[config.mk]
export PLATFORM = sky130hd
export DESIGN_NAME = wp_temp_corrector
export DESIGN_NICKNAME = d
export VERILOG_FILES = /design/src/rtl/wp_pkg.sv /design/src/rtl/wp_tracker.sv /design/src/rtl/wp_ratio_div.sv /design/src/rtl/wp_scaler.sv /design/src/rtl/wp_temp_corrector.sv
export SDC_FILE = /design/constraint.sdc
export NUM_CORES = 2
export LEC_CHECK = 0
export ABC_AREA = 0
export BUFFER_PORTS_ARGS = -buffer_cell sky130_fd_sc_hd__buf_2
export CAP_MARGIN = 0
export CORE_ASPECT_RATIO = 1.1
export CORE_MARGIN = 10
export CORE_UTILIZATION = 30
export DETAILED_ROUTE_END_ITERATION = 10
export MAX_ROUTING_LAYER = met4
export PLACE_DENSITY_LB_ADDON = 0.08
export SLEW_MARGIN = 20
export SYNTH_ARGS = -nofsm -noshare
export SYNTH_HDL_FRONTEND = slang
export SYNTH_SLANG_ARGS = --single-unit
[constraint.sdc]
create_clock -name clk -period 6.8 [get_ports clk]
set_input_delay 0.34 -clock clk [delete_from_list [all_inputs] [get_ports clk]]
set_output_delay 0.34 -clock clk [all_outputs]
set_load 0.01 [all_outputs]
[src/rtl/wp_pkg.sv]
package wp_pkg;
  localparam int CHAN_W = 10;
  localparam int NCH    = 3;

  typedef logic [CHAN_W-1:0] chan_t;
  typedef struct packed {
    chan_t r;
    chan_t g;
    chan_t b;
  } rgb_t;

  // target white triples, one per temperature selection; 0 means neutral
  function automatic rgb_t target_wp(input logic [1:0] sel);
    rgb_t t;
    case (sel)
      2'd1:    t = '{r: chan_t'(1023), g: chan_t'(1010), b: chan_t'(960)};
      2'd2:    t = '{r: chan_t'(1000), g: chan_t'(1010), b: chan_t'(1023)};
      2'd3:    t = '{r: chan_t'(960),  g: chan_t'(990),  b: chan_t'(1023)};
      default: t = '0;
    endcase
    return t;
  endfunction
endpackage

[src/rtl/wp_tracker.sv]
module wp_tracker
  import wp_pkg::*;
(
  input  logic clk,
  input  logic rst,
  input  logic clr,
  input  logic de,
  input  rgb_t pix,
  output rgb_t wp
);
  localparam int SUM_W = CHAN_W + 2;

  logic [SUM_W-1:0] best_q;
  logic [SUM_W-1:0] sum_c;

  assign sum_c = SUM_W'(pix.r) + SUM_W'(pix.g) + SUM_W'(pix.b);

  always_ff @(posedge clk) begin
    if (rst || clr) begin
      best_q <= '0;
      wp     <= '0;
    end else if (de && (sum_c > best_q)) begin
      best_q <= sum_c;
      wp     <= pix;
    end
  end
endmodule

[src/rtl/wp_ratio_div.sv]
module wp_ratio_div #(
  parameter int CW   = 10,
  parameter int FRAC = 10
) (
  input  logic             clk,
  input  logic             rst,
  input  logic             start,
  input  logic [CW-1:0]    num_hi,
  input  logic [CW-1:0]    den,
  output logic             busy,
  output logic             done,
  output logic [CW+FRAC-1:0] quo
);
  localparam int RW  = CW + FRAC;
  localparam int CNW = $clog2(RW + 1);
  localparam logic [RW-1:0] ONE = RW'(1) << FRAC;

  logic [CNW-1:0] cnt_q;
  logic [RW-1:0]  nsh_q, q_q;
  logic [CW-1:0]  rem_q, den_q;
  logic [CW:0]    rem_sh;
  logic           fits;

  assign rem_sh = {rem_q, nsh_q[RW-1]};
  assign fits   = rem_sh >= {1'b0, den_q};
  assign quo    = (den_q == '0) ? ONE : q_q;

  always_ff @(posedge clk) begin
    if (rst) begin
      cnt_q <= '0; nsh_q <= '0; q_q <= '0; rem_q <= '0; den_q <= '0;
      busy  <= 1'b0; done <= 1'b0;
    end else begin
      done <= 1'b0;
      if (start) begin
        nsh_q <= {num_hi, {FRAC{1'b0}}};
        rem_q <= '0;
        q_q   <= '0;
        den_q <= den;
        cnt_q <= CNW'(RW);
        busy  <= 1'b1;
      end else if (busy) begin
        rem_q <= fits ? CW'(rem_sh - {1'b0, den_q}) : rem_sh[CW-1:0];
        q_q   <= {q_q[RW-2:0], fits};
        nsh_q <= nsh_q << 1;
        cnt_q <= cnt_q - 1'b1;
        if (cnt_q == CNW'(1)) begin
          busy <= 1'b0;
          done <= 1'b1;
        end
      end
    end
  end
endmodule

[src/rtl/wp_scaler.sv]
module wp_scaler #(
  parameter int CW   = 10,
  parameter int FRAC = 10,
  parameter int N    = 3
) (
  input  logic                   clk,
  input  logic                   rst,
  input  logic                   de,
  input  logic                   ok,
  input  logic [N*CW-1:0]        in_bus,
  input  logic [N*(CW+FRAC)-1:0] ratio_bus,
  output logic [N*CW-1:0]        out_bus,
  output logic                   out_de,
  output logic                   out_ok
);
  localparam int RW = CW + FRAC;
  localparam int PW = CW + RW;

  logic de_q, ok_q;

  always_ff @(posedge clk) begin
    if (rst) begin
      de_q <= 1'b0; ok_q <= 1'b0; out_de <= 1'b0; out_ok <= 1'b0;
    end else begin
      de_q   <= de;
      ok_q   <= de & ok;
      out_de <= de_q;
      out_ok <= ok_q;
    end
  end

  for (genvar c = 0; c < N; c++) begin : g_ch
    logic [PW-1:0] prod_q;
    logic [RW-1:0] shifted;
    assign shifted = prod_q[PW-1:FRAC];

    always_ff @(posedge clk) begin
      if (rst) begin
        prod_q                <= '0;
        out_bus[c*CW +: CW]   <= '0;
      end else begin
        prod_q              <= PW'(in_bus[c*CW +: CW]) * PW'(ratio_bus[c*RW +: RW]);
        out_bus[c*CW +: CW] <= (|shifted[RW-1:CW]) ? {CW{1'b1}} : shifted[CW-1:0];
      end
    end
  end
endmodule

[src/rtl/wp_temp_corrector.sv]
module wp_temp_corrector
  import wp_pkg::*;
#(
  parameter int FRAC_W = 10,
  parameter int DELTA  = 8
) (
  input  logic              clk,
  input  logic              rst,
  input  logic [CHAN_W-1:0] pix_r,
  input  logic [CHAN_W-1:0] pix_g,
  input  logic [CHAN_W-1:0] pix_b,
  input  logic              pix_de,
  input  logic              pix_vsync,
  input  logic [1:0]        tgt_sel,
  output logic [CHAN_W-1:0] out_r,
  output logic [CHAN_W-1:0] out_g,
  output logic [CHAN_W-1:0] out_b,
  output logic              out_de,
  output logic              out_rdy
);
  localparam int RW = CHAN_W + FRAC_W;
  localparam logic [RW-1:0] ONE = RW'(1) << FRAC_W;

  logic vs_q, frame_start, skip, busy_any, done_any;
  rgb_t pix_in, wp, tgt;
  chan_t wp_ch [NCH];
  chan_t tgt_ch [NCH];
  logic [NCH-1:0] near, busy, done;
  logic [NCH*RW-1:0] ratio_bus;
  logic [NCH*CHAN_W-1:0] in_bus, out_bus;

  assign pix_in      = '{r: pix_r, g: pix_g, b: pix_b};
  assign frame_start = pix_vsync & ~vs_q;
  assign tgt         = target_wp(tgt_sel);
  assign wp_ch[0] = wp.r;  assign wp_ch[1] = wp.g;  assign wp_ch[2] = wp.b;
  assign tgt_ch[0] = tgt.r; assign tgt_ch[1] = tgt.g; assign tgt_ch[2] = tgt.b;
  assign skip     = (tgt_sel == 2'd0) || (&near);
  assign busy_any = |busy;
  assign done_any = |done;
  assign in_bus   = {pix_b, pix_g, pix_r};
  assign {out_b, out_g, out_r} = out_bus;

  always_ff @(posedge clk) begin
    if (rst) vs_q <= 1'b0;
    else     vs_q <= pix_vsync;
  end

  wp_tracker u_track (
    .clk(clk), .rst(rst), .clr(frame_start), .de(pix_de), .pix(pix_in), .wp(wp)
  );

  for (genvar c = 0; c < NCH; c++) begin : g_ratio
    chan_t            diff;
    logic [RW-1:0]    quo;
    logic [RW-1:0]    ratio_q;

    assign diff    = (wp_ch[c] > tgt_ch[c]) ? (wp_ch[c] - tgt_ch[c]) : (tgt_ch[c] - wp_ch[c]);
    assign near[c] = diff <= CHAN_W'(DELTA);

    wp_ratio_div #(.CW(CHAN_W), .FRAC(FRAC_W)) u_div (
      .clk(clk), .rst(rst), .start(frame_start & ~skip),
      .num_hi(tgt_ch[c]), .den(wp_ch[c]),
      .busy(busy[c]), .done(done[c]), .quo(quo)
    );

    always_ff @(posedge clk) begin
      if (rst)                      ratio_q <= ONE;
      else if (frame_start && skip) ratio_q <= ONE;
      else if (done[c])             ratio_q <= quo;
    end
    assign ratio_bus[c*RW +: RW] = ratio_q;
  end

  wp_scaler #(.CW(CHAN_W), .FRAC(FRAC_W), .N(NCH)) u_scale (
    .clk(clk), .rst(rst), .de(pix_de), .ok(~busy_any),
    .in_bus(in_bus), .ratio_bus(ratio_bus),
    .out_bus(out_bus), .out_de(out_de), .out_ok(out_rdy)
  );
endmodule

# ---- Word level (Yosys, flattened, before mapping)
# Index checks and enable logic that the tools add are counted.
dict set report word_totals {
  regBits 398
  in_bits 36
  output_inout_bits 32
  wordCells 142
}
dict set report classes {
  addsub 14
  multipliers 3
  magnitude_cmp 10
  n_eq_ne 6
  muxes 37
  n_bitwise 9
  n_reduce_logical 21
}
# operator n
set ops {}
lappend ops {{$mux W20} 9}
lappend ops {{$mul A10 B20 Y30} 3}
lappend ops {{$mux W10} 9}
lappend ops {{$pmux W30 S3} 1}
lappend ops {{$sub A10 B10 Y10} 9}
lappend ops {{$ge A11 B10 Y1} 3}
lappend ops {{$gt A10 B10 Y1} 3}
lappend ops {{$le A10 B4 Y1 const B} 3}
lappend ops {{$logic_not A10 Y1} 3}
lappend ops {{$mux W5} 6}
lappend ops {{$reduce_or A10 Y1} 3}
lappend ops {{$eq A5 B1 Y1 const B} 3}
lappend ops {{$sub A5 B1 Y5 const B} 3}
lappend ops {{$add A12 B10 Y12} 1}
lappend ops {{$gt A12 B12 Y1} 1}
lappend ops {{$mux W1} 12}
lappend ops {{$reduce_or A3 Y1} 4}
lappend ops {{$add A10 B10 Y11} 1}
lappend ops {{$not A1 Y1} 6}
lappend ops {{$reduce_bool A2 Y1} 3}
lappend ops {{$eq A2 B2 Y1 const B} 2}
lappend ops {{$reduce_or A2 Y1} 2}
lappend ops {{$and A1 B1 Y1} 3}
lappend ops {{$reduce_and A3 Y1} 1}
lappend ops {{other kinds (4)} 6}

# ---- Logic depth before layout (Yosys ltp)
dict set report logic_depth {
  depth_word 10
  mapped_depth 25
  ltp_nobuf 23
}

# ---- By module
# From an unflattened synthesis, not the netlist that was laid out.
dict set report hier_totals {
  cells_unflattened 4332
  hier_area_um2 37589.8
}
# module instances cells_each area_each_um2
set modules_own_cells {}
lappend modules_own_cells {wp_scaler 1 2497 21430.6}
lappend modules_own_cells {wp_ratio_div 3 334 2916.5}
lappend modules_own_cells {wp_temp_corrector 1 584 4927.2}
lappend modules_own_cells {wp_tracker 1 249 2482.4}

# ---- Least setup slack after synthesis
# Ideal clock, no wire load.
dict set report synth_timing {
  path_type {input to register}
  start {in pix_b[1]}
  end {reg u_scale.g_ch[2].prod_q[26]}
  arrival_ns 5.733
  required_time_ns 6.668
  setup_slack_ns 0.935
  stages 22
  n_path_buf 1
  path_cell_list {clkbuf_1 -> nand2_1 -> fa_1 -> inv_1 -> fa_1 -> inv_1 -> fa_1 -> inv_1 -> fa_1 -> inv_1 -> fa_1 -> inv_1 -> ha_1 -> and4_1 -> a221o_1 -> a221oi_1 -> o31ai_1 -> nor2b_1 -> or2_2 -> a21o_1 -> a211oi_1 -> nor3_1}
}
dict set report synth_between {
  elab_chain_cells 1
}
# element line
set synth_rtl {}
lappend synth_rtl {{from (decl)} wp_temp_corrector.sv:11} ;# input logic [CHAN_W-1:0] pix_b,
lappend synth_rtl {{$mul A10 B20 Y30} wp_scaler.sv:42} ;# prod_q <= PW'(in_bus[c*CW +: CW]) * PW'(ratio_bus[c*RW +: RW]);
lappend synth_rtl {{to (signal assigned)} wp_scaler.sv:42}
lappend synth_rtl {{to (decl)} wp_scaler.sv:33} ;# logic [PW-1:0] prod_q;
# Every way passes these cells.
# A chain may end at the register's enable or synchronous reset.

# ---- Worst setup path after layout
dict set report layout_timing {
  start {reg g_ratio[1].ratio_q[10]}
  end {reg u_scale.g_ch[1].prod_q[27]}
}
dict set report layout_between {
  elab_chain_cells 1
}
# element line
set layout_rtl {}
lappend layout_rtl {{from (decl)} wp_temp_corrector.sv:55} ;# logic [RW-1:0] ratio_q;
lappend layout_rtl {{from (signal assigned)} wp_temp_corrector.sv:69} ;# else if (done[c]) ratio_q <= quo;
lappend layout_rtl {{$mul A10 B20 Y30} wp_scaler.sv:42}
lappend layout_rtl {{to (signal assigned)} wp_scaler.sv:42}
lappend layout_rtl {{to (decl)} wp_scaler.sv:33}
# Every way passes these cells.

==> flow_metrics.py <==
metrics = {
    "outcome": {
        "status": "completed",
    },
    "global_routing": {
        "grt_pass1_wl_um": 159000,
        "grt_pass1_vias": 27669,
        "antenna_found_initial": 8,
        "grt_max_degree": 82,
        "grt.overflow.total": 0,
        "grt_usage_pct": 15.8,
    },
    "route": {
        "postRouteAntennaNets": 0,
        "wl_per_cell_um": 17.9,
        "viasPerCell": 4.67,
        "wl_met1_um": 44600,
        "drc_errors": 0,
        "met3_length_um": 2530,
        "wl_met2_um": 48400,
        "first_iter_violations": 919,
        "dr.max_layer_used": "met4",
        "drt_wl_total_um": 97300,
        "vias": 25327,
        "drt-pass1-iter-count": 6,
    },
    "clocking": {
        "h-tree-depth": 2,
        "cts.path.max_buffers": 3,
        "cts-root-buf": "clkbuf_16",
        "post_cts_buffers": 0,
        "worstSkewPairLatency_ps": 630,
        "cts_buffers": 47,
        "ctsResizeCount": 0,
        "holdBufCountCts": 1,
        "cts.sinks": 367,
        "cts_tree": "built",
        "clkSlewWorstSetupHoldPaths_ps": 70,
    },
    "final_layout": {
        "utilization_pct": 33.2,
        "nNetsFinal": 4629,
        "syn_to_final_growth_pct": 10.3,
        "finalNonFillerCells": 5420,
        "post-route-cell-area_um2": 38400,
        "fillers": 12138,
        "drive_above_1_share_pct": 6.31,
    },
    "setup_path": {
        "crit_path_start_kind": "register",
        "crit_type": "register to register",
        "cp-end-kind": "register",
        "slowest_stage": "dfxtp_1",
        "required_ps": 7290,
        "worstPathMaxFanout": 11,
        "path_cells": "nand2_1 > fa_1 > inv_1 > fa_1 > fa_1 > fa_1 > inv_1 > fa_1 > inv_1 > ha_1 > or3_1 > nor3_1 > o21a_1 > o21ai_0 > nand4_1 > a31oi_1 > or3_1 > a21oi_1 > xor2_1 > nor2_1",
        "path_common_cell": "fa_1",
        "cp_slowest_stage_delay_ps": 690,
        "crit_arrival_ps": 6520,
    },
    "sta": {
        "hold_violations": 0,
        "setup_viol": 0,
        "finalCritPeriodShare_pct": 88.7,
        "fmax_mhz": 166,
        "whs_ps": 53.4,
        "finalSetupTns_ps": 0,
        "rsz0062_at_grt": "no",
        "slew_violations": 0,
        "worstMarginPinSlew_ps": 1060,
        "setup_slack_ps": 770,
        "maxSlewHeadroom_pct": 29.1,
        "fin_crit_ps": 6030,
        "finalClockSkew_ps": 15.9,
    },
    "yosys": {
        "synth-warning-count": 0,
        "synthTopCellsByArea": "fa_1 (25%), dfxtp_1 (21%), ha_1 (11%)",
        "ys_dominant_reg_cell": "dfxtp_1",
        "synth.distinct_cells": 73,
        "avgSynthCellArea_um2": 8.97,
        "yosys.area.top_type_share_pct": 24.7,
        "yosysSeqAreaShare_pct": 21.1,
        "synth-seq-cells": 367,
        "async_flop_share_pct": 0,
        "synth_cells": 3881,
        "yosys.area.top_type": "fa_1",
        "synth_edf_count": 0,
        "synthesis.nets": 4661,
        "mappedNetlistArea_um2": 34800,
    },
    "placement": {
        "port_buffers": 67,
        "place_hpwl_um": 72800,
        "dpl_worst_slack_ps": 542,
        "dp.cells": 5328,
        "placed_area_um2": 36800,
        "place_congestion": 0.788,
    },
    "power_and_ir_drop": {
        "p_switching_mw": 2.03,
        "internal-power_mw": 4.28,
        "power.density_nw_per_um2": 164,
        "ir_worst_vdd_v": 0.000146,
        "sequentialPowerShare_pct": 36.8,
        "pwr-share-comb_pct": 22.5,
        "power.total_mw": 6.32,
        "p_sw_share_pct": 32.2,
        "leakage_nw": 18.1,
        "clkPwrFrac_pct": 40.6,
    },
    "die": {
        "fp-row-count": 131,
        "die_area_um2": 130000,
        "initial_core_util_pct": 30.1,
        "io_pins": 68,
        "die_y_um": 377,
        "die_x_um": 345,
        "core_area_um2": 116000,
    },
    "job": {
        "drv_cap": 0,
    },
    "min_path": {
        "min_path_type": "input pin to register",
    },
}
[registers in the layout, indices dropped and copies added, names as in the netlist]
signal / cells
g_ratio.ratio_q: 60
u_track.best_q: 12
u_scale.out_bus: 30
u_scale.de_q: 1
g_ratio.u_div.nsh_q: 29
g_ratio.u_div.cnt_q: 15
u_scale.g_ch.prod_q: 60
g_ratio.u_div.rem_q: 30
u_track.wp: 30
g_ratio.u_div.q_q: 60
u_scale.out_de: 1
g_ratio.u_div.busy: 3
g_ratio.u_div.done: 3
u_scale.ok_q: 1
u_scale.out_ok: 1
vs_q: 1
g_ratio.u_div.den_q: 30
[synthesized netlist by cell type, drive strengths merged, types with 9 or more instances]
library cell  count
clkbuf          190
or2               9
ha              315
nand2b           30
or4              10
o21bai           15
xnor2            73
nor3             93
and2            296
nor4             10
mux2i           171
a21boi           11
buf              31
nor2            283
a21o             52
a311oi            9
a211oi           42
fa              429
and3             10
nor2b            40
a221oi            9
o21ai            44
nor4b             9
a22oi            59
a21oi           151
nand2           342
or3              14
nand3            17
xor2             42
nand4            18
a31oi            10
inv             571
dfxtp           367
o21a             28
o31ai            11
[cell families after synthesis]
family                     count (synthesis)  share of synthesized area, %
AOI/OAI and AO/OA                        497                          9.64
xor gates and xnor gates                 115                          2.89
muxes                                    173                          4.98
adders and majority gates                744                          36.0
and+or+nand+nor                         1193                          16.7
buffers and inverters                    792                          8.66
DFF                                      367                          21.1
[metal layers]
metal | up-vias | global-route usage (%)
li1 | 12381 | -
met1 | 12616 | 19.8
met5 | - | -
met4 | 0 | 3.00
met2 | 234 | 27.4
met3 | 96 | 2.02
[worst paths after layout]
path | start | endpoint | cells after the start | slack, ps
worst max-delay path | g_ratio[1].ratio_q[10] | u_scale.g_ch[1].prod_q[27] | 20 | 770
worst min-delay path | pix_de | u_scale.de_q | 2 | 50
worst max register to register | g_ratio[1].ratio_q[10] | u_scale.g_ch[1].prod_q[27] | 20 | 770
worst min register to register | u_scale.g_ch[1].prod_q[11] | u_scale.out_bus[11] | 2 | 430
[cells in the final DEF, fill, tap and decap left out, types with 69 or more instances in the layout]
cell type and instances:
nand2_1 342, ha_1 315, mux2i_1 171, and2_1 296, nor3_1 93, nor2_1 283
inv_1 571, xnor2_1 73, fa_1 429, a21oi_1 151, buf_4 69, dfxtp_1 364
[critical path: cells and delay by family, from the launching register on]
kind / cells / cell delay (ps)
AO/OA/AOI/OAI: 4 / 770
XOR/XNOR: 1 / 160
adder cells (fa/ha/maj): 6 / 2700
buffers and inverters: 3 / 140
flip-flops: 1 / 690
AND/OR/NAND/NOR: 6 / 1410
[final cells by class]
type | instances | area (um2) | area share, %
inverter | 571 | 2140 | 5.58
clock buffer | 66 | 1340 | 3.48
multi-input combinational | 2722 | 24500 | 63.8
tap | 1529 | 1910 | 4.98
antenna | 6 | 15.0 | 0.0391
timing repair buffer | 140 | 932 | 2.43
clock inverter | 19 | 218 | 0.567
sequential | 367 | 7350 | 19.1
[power by group through the flow]
| stage | clock network, mW | logic [mW] | registers (mW) |
|---|---|---|---|
| global route | 2.75 | 1.61 | 2.34 |
| detailed placement | 0 | 1.44 | 2.38 |
| global placement | 0 | 1.45 | 2.38 |
| CTS | 2.68 | 1.45 | 2.33 |
| finish | 2.57 | 1.42 | 2.33 |
| floorplan | 0 | 1.08 | 2.34 |
Power figures use the tool's default switching activity.
